[src/rtl/pdram_pkg.sv]
package pdram_pkg;

    localparam int ADDR_W = 11;
    localparam int LANES  = 8;
    localparam int BYTE_W = 8;
    localparam int LANE_W = BYTE_W + 1;
    localparam int DATA_W = LANES * BYTE_W;
    localparam int BUS_W  = LANES * LANE_W;

    typedef enum logic [3:0] {
        S_PRE, S_IDLE, S_ACT, S_COL, S_CASLO, S_CASHI, S_OPEN, S_CBR_C, S_CBR_R
    } seq_state_e;

    typedef struct packed {
        logic              wr;
        logic [ADDR_W-1:0] row;
        logic [ADDR_W-1:0] col;
        logic [DATA_W-1:0] data;
        logic [LANES-1:0]  cb;
        logic [LANES-1:0]  be;
    } host_req_t;

endpackage

[src/rtl/pdram_refresh_timer.sv]
module pdram_refresh_timer #(
    parameter int INTERVAL = 3900
) (
    input  logic clk,
    input  logic rst,
    output logic tick
);
    localparam int CW = $clog2(INTERVAL + 1);

    logic [CW-1:0] cnt;

    always_ff @(posedge clk) begin
        if (rst) begin
            cnt  <= '0;
            tick <= 1'b0;
        end else if (cnt == CW'(INTERVAL - 1)) begin
            cnt  <= '0;
            tick <= 1'b1;
        end else begin
            cnt  <= cnt + 1'b1;
            tick <= 1'b0;
        end
    end
endmodule

[src/rtl/pdram_lane_map.sv]
module pdram_lane_map
    import pdram_pkg::*;
(
    input  logic [DATA_W-1:0] wdata,
    input  logic [LANES-1:0]  wcb,
    output logic [BUS_W-1:0]  bus_out,
    input  logic [BUS_W-1:0]  bus_in,
    output logic [DATA_W-1:0] rdata,
    output logic [LANES-1:0]  rcb
);
    for (genvar i = 0; i < LANES; i++) begin : g_lane
        assign bus_out[i*LANE_W +: LANE_W] = {wcb[i], wdata[i*BYTE_W +: BYTE_W]};
        assign rdata[i*BYTE_W +: BYTE_W]   = bus_in[i*LANE_W +: BYTE_W];
        assign rcb[i]                      = bus_in[i*LANE_W + BYTE_W];
    end
endmodule

[src/rtl/pdram_seq.sv]
module pdram_seq
    import pdram_pkg::*;
#(
    parameter int P_RCD     = 4,
    parameter int P_CAS     = 3,
    parameter int P_CP      = 2,
    parameter int P_RP      = 8,
    parameter int P_CSR     = 2,
    parameter int P_CBR_RAS = 13,
    parameter int INIT_REFS = 8
) (
    input  logic              clk,
    input  logic              rst,
    input  logic              edo_en,
    input  logic              ref_tick,
    input  logic              req_valid,
    input  host_req_t         req_in,
    output logic              req_ready,
    output logic              ras_n,
    output logic [LANES-1:0]  cas_n,
    output logic              we_n,
    output logic              oe_n,
    output logic [ADDR_W-1:0] addr,
    output logic              drive_en,
    output logic [DATA_W-1:0] wdata,
    output logic [LANES-1:0]  wcb,
    output logic              cap_en
);
    localparam int CNT_W  = $clog2(P_RCD + P_CAS + P_CP + P_RP + P_CSR + P_CBR_RAS + 1);
    localparam int INIT_W = $clog2(INIT_REFS + 1);

    seq_state_e        state;
    logic [CNT_W-1:0]  cnt;
    host_req_t         cur;
    logic              have_req;
    logic              ref_pend;
    logic [ADDR_W-1:0] open_row;
    logic [INIT_W-1:0] init_left;
    logic              init_done;
    logic              accept;
    logic              in_col;

    assign init_done = (init_left == '0);
    assign req_ready = (state == S_IDLE || state == S_OPEN) && !have_req && !ref_pend && init_done;
    assign accept    = req_valid && req_ready;
    assign in_col    = (state == S_COL) || (state == S_CASLO) || (state == S_CASHI);

    always_ff @(posedge clk) begin
        if (rst) begin
            state     <= S_PRE;
            cnt       <= CNT_W'(P_RP - 1);
            cur       <= '0;
            have_req  <= 1'b0;
            ref_pend  <= 1'b0;
            open_row  <= '0;
            init_left <= INIT_W'(INIT_REFS);
        end else begin
            if (ref_tick) ref_pend <= 1'b1;
            if (accept) begin
                cur      <= req_in;
                have_req <= 1'b1;
            end
            case (state)
                S_PRE: if (cnt == '0) state <= S_IDLE; else cnt <= cnt - 1'b1;
                S_IDLE: begin
                    if (have_req) begin
                        state    <= S_ACT;
                        cnt      <= CNT_W'(P_RCD - 1);
                        open_row <= cur.row;
                    end else if (ref_pend || !init_done) begin
                        state    <= S_CBR_C;
                        cnt      <= CNT_W'(P_CSR - 1);
                        ref_pend <= ref_tick;
                    end
                end
                S_ACT: if (cnt == '0) state <= S_COL; else cnt <= cnt - 1'b1;
                S_COL: begin
                    state <= S_CASLO;
                    cnt   <= CNT_W'(P_CAS - 1);
                end
                S_CASLO: begin
                    if (cnt == '0) begin
                        state <= S_CASHI;
                        cnt   <= CNT_W'(P_CP - 1);
                    end else cnt <= cnt - 1'b1;
                end
                S_CASHI: begin
                    if (cnt == '0) begin
                        state    <= S_OPEN;
                        have_req <= 1'b0;
                    end else cnt <= cnt - 1'b1;
                end
                S_OPEN: begin
                    if (have_req && cur.row == open_row) begin
                        state <= S_COL;
                    end else if (have_req || ref_pend) begin
                        state <= S_PRE;
                        cnt   <= CNT_W'(P_RP - 1);
                    end
                end
                S_CBR_C: begin
                    if (cnt == '0) begin
                        state <= S_CBR_R;
                        cnt   <= CNT_W'(P_CBR_RAS - 1);
                    end else cnt <= cnt - 1'b1;
                end
                S_CBR_R: begin
                    if (cnt == '0) begin
                        state <= S_PRE;
                        cnt   <= CNT_W'(P_RP - 1);
                        if (!init_done) init_left <= init_left - 1'b1;
                    end else cnt <= cnt - 1'b1;
                end
                default: state <= S_PRE;
            endcase
        end
    end

    always_comb begin
        ras_n    = !(in_col || state == S_ACT || state == S_OPEN || state == S_CBR_R);
        cas_n    = '1;
        if (state == S_CASLO) cas_n = cur.wr ? ~cur.be : '0;
        if (state == S_CBR_C || state == S_CBR_R) cas_n = '0;
        we_n     = !(cur.wr && in_col);
        drive_en = cur.wr && in_col;
        oe_n     = !(!cur.wr && (state == S_COL || state == S_CASLO || (state == S_CASHI && edo_en)));
        if (state == S_IDLE || state == S_ACT) addr = cur.row;
        else if (in_col)                       addr = cur.col;
        else                                   addr = '0;
        cap_en   = !cur.wr && (edo_en ? (state == S_CASHI && cnt == CNT_W'(P_CP - 1))
                                      : (state == S_CASLO && cnt == '0));
    end

    assign wdata = cur.data;
    assign wcb   = cur.cb;
endmodule

[src/rtl/pdram_ctrl.sv]
module pdram_ctrl
    import pdram_pkg::*;
#(
    parameter int P_RCD      = 4,
    parameter int P_CAS      = 3,
    parameter int P_CP       = 2,
    parameter int P_RP       = 8,
    parameter int P_CSR      = 2,
    parameter int P_CBR_RAS  = 13,
    parameter int INIT_REFS  = 8,
    parameter int REF_CYCLES = 3900
) (
    input  logic        clk,
    input  logic        rst,
    input  logic        edo_en,
    input  logic        req_valid,
    output logic        req_ready,
    input  logic        req_write,
    input  logic [10:0] req_row,
    input  logic [10:0] req_col,
    input  logic [63:0] req_wdata,
    input  logic [7:0]  req_wcb,
    input  logic [7:0]  req_be,
    output logic        rsp_valid,
    output logic [63:0] rsp_rdata,
    output logic [7:0]  rsp_rcb,
    output logic        dram_ras_n,
    output logic [7:0]  dram_cas_n,
    output logic        dram_we_n,
    output logic        dram_oe_n,
    output logic [10:0] dram_addr,
    output logic [71:0] dram_dq_out,
    output logic        dram_dq_oe,
    input  logic [71:0] dram_dq_in
);
    logic              ref_tick;
    logic              cap_en;
    host_req_t         req_in;
    logic [DATA_W-1:0] wdata, rd_word;
    logic [LANES-1:0]  wcb, rd_cb;

    assign req_in = '{wr: req_write, row: req_row, col: req_col,
                      data: req_wdata, cb: req_wcb, be: req_be};

    pdram_refresh_timer #(.INTERVAL(REF_CYCLES)) i_timer (
        .clk(clk), .rst(rst), .tick(ref_tick)
    );

    pdram_seq #(
        .P_RCD(P_RCD), .P_CAS(P_CAS), .P_CP(P_CP), .P_RP(P_RP),
        .P_CSR(P_CSR), .P_CBR_RAS(P_CBR_RAS), .INIT_REFS(INIT_REFS)
    ) i_seq (
        .clk(clk), .rst(rst), .edo_en(edo_en), .ref_tick(ref_tick),
        .req_valid(req_valid), .req_in(req_in), .req_ready(req_ready),
        .ras_n(dram_ras_n), .cas_n(dram_cas_n), .we_n(dram_we_n), .oe_n(dram_oe_n),
        .addr(dram_addr), .drive_en(dram_dq_oe), .wdata(wdata), .wcb(wcb),
        .cap_en(cap_en)
    );

    pdram_lane_map i_lanes (
        .wdata(wdata), .wcb(wcb), .bus_out(dram_dq_out),
        .bus_in(dram_dq_in), .rdata(rd_word), .rcb(rd_cb)
    );

    always_ff @(posedge clk) begin
        if (rst) begin
            rsp_valid <= 1'b0;
            rsp_rdata <= '0;
            rsp_rcb   <= '0;
        end else begin
            rsp_valid <= cap_en;
            if (cap_en) begin
                rsp_rdata <= rd_word;
                rsp_rcb   <= rd_cb;
            end
        end
    end
endmodule

[config.mk]
export PLATFORM = sky130hd
export DESIGN_NAME = pdram_ctrl
export DESIGN_NICKNAME = d
export VERILOG_FILES = /design/src/rtl/pdram_pkg.sv /design/src/rtl/pdram_refresh_timer.sv /design/src/rtl/pdram_lane_map.sv /design/src/rtl/pdram_seq.sv /design/src/rtl/pdram_ctrl.sv
export SDC_FILE = /design/constraint.sdc
export NUM_CORES = 1
export LEC_CHECK = 0
export BUFFER_PORTS_ARGS = -buffer_cell sky130_fd_sc_hd__buf_2
export CORE_ASPECT_RATIO = 1.25
export CORE_MARGIN = 5
export CORE_UTILIZATION = 25
export DETAILED_ROUTE_END_ITERATION = 10
export GPL_ROUTABILITY_DRIVEN = 0
export PLACE_DENSITY = 0.42
export SYNTH_ARGS = -nofsm -noshare
export SYNTH_HDL_FRONTEND = slang
export SYNTH_SLANG_ARGS = --single-unit
[constraint.sdc]
create_clock -name clk -period 3.1 [get_ports clk]
set_input_delay 0.62 -clock clk [delete_from_list [all_inputs] [get_ports clk]]
set_output_delay 0.62 -clock clk [all_outputs]
set_load 0.005 [all_outputs]
# After elaboration in Yosys (flattened, before gate mapping)
# Index checks and enable logic that the tools add are counted.
# word_totals
word_cells	117
input_bits	179
out_inout_bits	169
ff_bits	216
# op_classes
addsub	3
n_reduce_logical	39
eq_ne	22
n_mux	34
bitwise_logic	2
# op_table
op	n
2-to-1 mux 6 bit	8
one-hot mux 6 bit (7 select lines)	1
2-to-1 mux 4 bit	10
one-hot mux 4 bit (9 select lines)	1
2-to-1 mux 8 bit	3
2-to-1 mux 11 bit	2
== test 4 x 3 -> 1 bit, second input constant	4
inequality test 2 bit, second input constant	8
adder 12 x 1 -> 12 bit, second input constant	1
== test 12 bit, second input constant	1
== test 11 bit	1
logical AND 1 bit	11
logical OR 1 bit	11
2-to-1 mux 1 bit	9
== test 4 x 2 -> 1 bit, second input constant	2
logical NOT 4 bit	2
NOT 8 bit	1
AND reduction 8 bit	1
logical NOT 1 bit	7
nonzero test 7 bit	1
== test 6 x 1 -> 1 bit, second input constant	1
logical NOT 6 bit	1
subtractor 6 x 1 -> 6 bit, second input constant	1
AND reduction 5 bit	1
other kinds (11)	11

# Depth between registers and ports, before layout
# depth
depth_word	9
mapped_depth	10
depth_no_buf	7

# Modules after synthesis
# A second synthesis with hierarchy kept.
# unflattened
cells_unflattened	1234
area_unflattened_um2	10482.6
# modules_own_cells
mod	cells_each	seq_area_each_um2	n_inst	area_each_um2
pdram_seq	794	2602.5	1	6150.9
pdram_ctrl	234	1461.4	1	2651.3
pdram_lane_map	144	0.0	1	1081.0
pdram_refresh_timer	62	260.2	1	599.3

# Worst setup path after synthesis
# Ideal clock, no wire load.
# synth_path
path_kind	flip-flop to output port
start	register i_seq.state[0]
end	output port dram_addr[0]
slack_ns	0.767
path_stages_with_launch	7
arrival_ns	1.713
n_path_buf	3
required_time_ns	2.480
cell_sequence	dfxtp_1 > buf_2 > clkbuf_1 > nand2b_1 > a211oi_1 > clkbuf_1 > a22o_1
# synth_via
elab_chain_len	5
elab_cells_between_ends	10
cone_classes	eq/ne (5); mux (2); reduce/logical (3)
# synth_lines
item	line	text
from (decl)	pdram_seq.sv:32	seq_state_e state;
from (signal assigned)	pdram_seq.sv:50	state <= S_PRE;
from (signal assigned)	pdram_seq.sv:64	S_PRE: if (cnt == '0) state <= S_IDLE; else cnt <= cnt - 1'b1;
from (signal assigned)	pdram_seq.sv:67	state <= S_ACT;
== test 4 x 2 -> 1 bit or == test 4 x 3 -> 1 bit (tied branches)	pdram_seq.sv:46	assign in_col = (state == S_COL) || (state == S_CASLO) || (state == S_CASHI);
logical OR 1 bit (2 in a row)	pdram_seq.sv:46	
2-to-1 mux 11 bit	pdram_seq.sv:128	else if (in_col) addr = cur.col;
2-to-1 mux 11 bit (*)	pdram_seq.sv:127	if (state == S_IDLE || state == S_ACT) addr = cur.row;
to (decl)	pdram_ctrl.sv:31	output logic [10:0] dram_addr,
# Mark *: on every way between the ends. The rest lies on a longest branch, timed or not.

# Worst setup path after layout
# layout_path
start	register i_seq.state[0]
end	output port dram_dq_oe
# layout_via
elab_chain_len	4
elab_cells_between_ends	6
cone_classes	eq/ne (3); reduce/logical (3)
# layout_lines
item	line	text
== test 4 x 2 -> 1 bit or == test 4 x 3 -> 1 bit (tied branches)	pdram_seq.sv:46	
logical OR 1 bit	pdram_seq.sv:46	
logical OR 1 bit (*)	pdram_seq.sv:46	
logical AND 1 bit (*)	pdram_seq.sv:125	drive_en = cur.wr && in_col;
to (decl)	pdram_ctrl.sv:33	output logic dram_dq_oe,
# Marked as above.

==> results_dict.tcl <==
set metrics [dict create \
    fin_skew_ps 12.40 \
    vias 8498 \
    rows 78 \
    cts-buffers-inserted 25 \
    pwr_density_cell_nw_per_um2 508.1 \
    fin_tns_setup_ps 0 \
    floorplan.die_area_sq_um 40690 \
    syn_to_final_growth_pct 27.66 \
    totalWireLength_um 30720 \
    final_area_sq_um 11720 \
    finalMaxSlewViolations 0 \
    numPortBuffers 347 \
    yosys_most_used_dff "dfxtp_1" \
    endpoint_kind "output port" \
    cp_slowest_cell "dfxtp_1" \
    cts_tree "built" \
    crit_path_start_kind "flip-flop" \
    cts_htree_levels 1 \
    grt-ovfl-total 0 \
    first_global_vias 8002 \
    core-area_sq_um 36300 \
    hold_viol 0 \
    placed_cell_area_sq_um 10900 \
    critPathMaxFanout 12 \
    post_cts.repair.setup_buffers 0 \
    drive_gt1_share_pct 29.87 \
    worstMarginPinSlew_ps 801.6 \
    r2r_slack_ps 420 \
    clockRootBuffer "clkbuf_16" \
    die_h_um 224.3 \
    synthesis.area_sq_um 9184 \
    layout_min_cycle_time_ps 2854 \
    grt_usage_pct 13.94 \
    cap_violations 0 \
    timing.setup.critical_path_class "flip-flop to output port" \
    critPathTopFamily "simple AND/OR/NAND/NOR gates" \
    cts_sinks 216 \
    leakage_nw 4.922 \
    status "finished, final reports clean" \
    grt_pass1_wl_um 46410 \
    synth_edf_count 0 \
    finalNetCount 1600 \
    ant_nets 0 \
    synth.avg_cell_area_sq_um 7.856 \
    rsz0062_at_grt "no" \
    whs_path_depth 3 \
    wire_per_inst_um 16.03 \
    dp.cells 1869 \
    dr.first_iter.drc_count 441 \
    crit_arrival_ps 2230 \
    ys_seq_area_share_pct 47.08 \
    worstHoldEndpoint "i_seq.wdata[20]$_SDFFE_PP0P_" \
    fmax_mhz 350.4 \
    r2r-start "i_seq.cnt[0]$_SDFFE_PP1P_" \
    finalSetupViolCount 0 \
    netlist-cell-type-count 56 \
    reg2reg_depth 7 \
    syn_inst 1169 \
    dpl.hpwl_um 22080 \
    period_share_pct 92.07 \
    grt_max_degree 83 \
    clock_path_buffers 3 \
    min-delay-start "req_wdata[20]" \
    hp-class "input port to flip-flop" \
    final_cell_count_no_fill 1917 \
    fill_cells 3982 \
    die_w_um 181.4 \
    syn-num-nets 1353 \
    ys_seq_elements 216 \
    rr_endpoint "i_seq.state[2]$_SDFFE_PP0P_" \
    drc_errors 0 \
    crit_chain "nand2_2 -> or2_2 -> a21oi_1 -> buf_4 -> nand2_1 -> inv_1 -> buf_2" \
    clk_transition_reported_paths_ps 60 \
    cp_data_required_time_ps 2480 \
    synthArstFlopShare_pct 0 \
    grt_antenna_before_repair 6 \
    relSlewSlack_pct 46.56 \
    ios 348 \
    clk_latency_ps 530 \
    vdd_drop_max_uv 385.9 \
    firstDrtPassIters 5 \
    via_per_inst 4.433 \
    start_util_pct 25.30 \
    critPathMaxStageDelay_ps 470 \
    critPathBufInv 3 \
    ys_warn_count 0 \
]
area by class of cell:
cell class | count | area [sq um] | area share [%]
inverter | 10 | 37.54 | 0.3202
multi-input combinational | 794 | 3978 | 33.93
sequential | 216 | 4327 | 36.91
timing repair buffer | 369 | 1958 | 16.70
tap | 480 | 600.6 | 5.123
antenna | 4 | 10.01 | 0.08538
clock inverter | 10 | 83.83 | 0.7151
clock buffer | 34 | 729.5 | 6.222
synth_stat cells (2+ instances only):
library cell	count	area share (%)
xor2_1	10	0.95
nor4_1	2	0.14
and3_1	8	0.54
or2_2	3	0.20
ha_1	5	0.68
o21bai_1	2	0.16
a21oi_1	192	10
or3_1	3	0.20
a31oi_1	5	0.34
nor3_1	9	0.49
dfxtp_1	216	47
nand3b_1	2	0.16
nand2_1	369	15
nor2_1	43	1.8
o211ai_1	2	0.16
buf_2	10	0.54
a22o_1	11	1.0
clkbuf_1	55	2.2
o31ai_1	2	0.16
o21ai_0	18	0.98
xnor2_1	17	1.6
mux2i_1	14	1.5
nand2b_1	6	0.41
buf_1	5	0.20
inv_1	10	0.41
and4_1	3	0.29
a211oi_1	3	0.25
nor2b_1	12	0.82
nand4_1	7	0.48
nand3_1	16	0.87
o311ai_0	4	0.38
buf_4	79	6.5
o21a_1	3	0.25
worst max-delay path by stage:
stage	from	end	depth (start not counted)
final	i_seq.state[0]$_SDFFE_PP0P_	dram_dq_oe	7
after global routing	i_seq.state[0]$_SDFFE_PP0P_	dram_dq_oe	7
after CTS	i_seq.state[1]$_SDFFE_PP0P_	dram_dq_oe	7
after detailed placement	i_seq.cnt[0]$_SDFFE_PP1P_	i_seq.state[2]$_SDFFE_PP0P_	7
after global placement	i_seq.cnt[0]$_SDFFE_PP1P_	i_seq.state[2]$_SDFFE_PP0P_	7
after floorplan	i_seq.state[0]$_SDFFE_PP0P_	dram_addr[0]	6
where the power goes:
group	switching [mW]	internal, mW	total [mW]
sequential	0.0122	2.78	2.80
clock	1.20	1.72	2.92
combinational	0.123	0.115	0.237
stage by stage:
stage / setup slack (ps) / hold slack, ps / total power, mW / utilization [%]
global route: 42.34 / 296.0 / 6.204 / 32.29
floorplan: 766.6 / 413.0 / 2.939 / -
finish: 245.8 / 318.2 / 5.957 / 32.29
detailed placement: 433.6 / 437.6 / 3.098 / 30.01
CTS: 6.191 / 280.7 / 6.086 / 32.25
global placement: 474.9 / 422.4 / 3.099 / 30.01
sequential cells by signal, indices dropped and copies added (netlist names):
register,flops
i_timer.tick,1
i_seq.wcb,8
i_seq.wdata,64
rsp_rdata,64
i_seq.ref_pend,1
i_timer.cnt,12
rsp_valid,1
i_seq.have_req,1
i_seq.init_left,4
i_seq.cnt,6
i_seq.state,4
rsp_rcb,8
i_seq.cur,31
i_seq.open_row,11
per-layer routing:
layer / part of all wire (%) / routed length (um) / track usage, % / up-vias
met5: 0.042 / 13 / 0 / -
met4: 3.0 / 910 / 5.110 / 2
met3: 7.5 / 2313 / 4.270 / 50
met2: 50 / 15310 / 23.97 / 266
met1: 40 / 12180 / 16.44 / 3896
li1: - / - / - / 4284
worst register-to-register path, cell delays in order (launching register included):
cell	delay, ps
dfxtp_1	340
inv_1	120
ha_1	300
or4b_1	640
o21ai_1	340
nand3_1	230
a31o_1	330
a32o_1	280
placed cells by master (no fill, tap or decap), types with 5 or more instances in the layout:
master	n
a21oi_1	192
a22o_1	11
a31oi_1	5
and3_1	7
buf_2	346
buf_4	18
clkbuf_16	25
clkbuf_8	7
clkinv_2	6
dfxtp_1	214
ha_1	5
inv_1	10
mux2i_1	14
nand2_1	367
nand2b_1	6
nand3_1	15
nand4_1	7
nor2_1	43
nor2b_1	12
nor3_1	9
o21ai_0	18
xnor2_1	17
xor2_1	10
kinds of logic after synthesis:
group | after synthesis | share of synthesized area, %
DFF | 216 | 47.08
and+or+nand+nor | 493 | 22.60
adders and majority gates | 5 | 0.6812
muxes | 14 | 1.526
xor gates and xnor gates | 27 | 2.575
AOI/OAI and AO/OA | 255 | 15.67
buffers and inverters | 159 | 9.864
timing repair:
item / CTS / global route
resized for setup: 0 / 3
hold endpoints to repair: 0 / 0
hold buffers: 0 / 0
endpoints found under the setup margin: 0 / 13
Power figures use the tool's default switching activity.
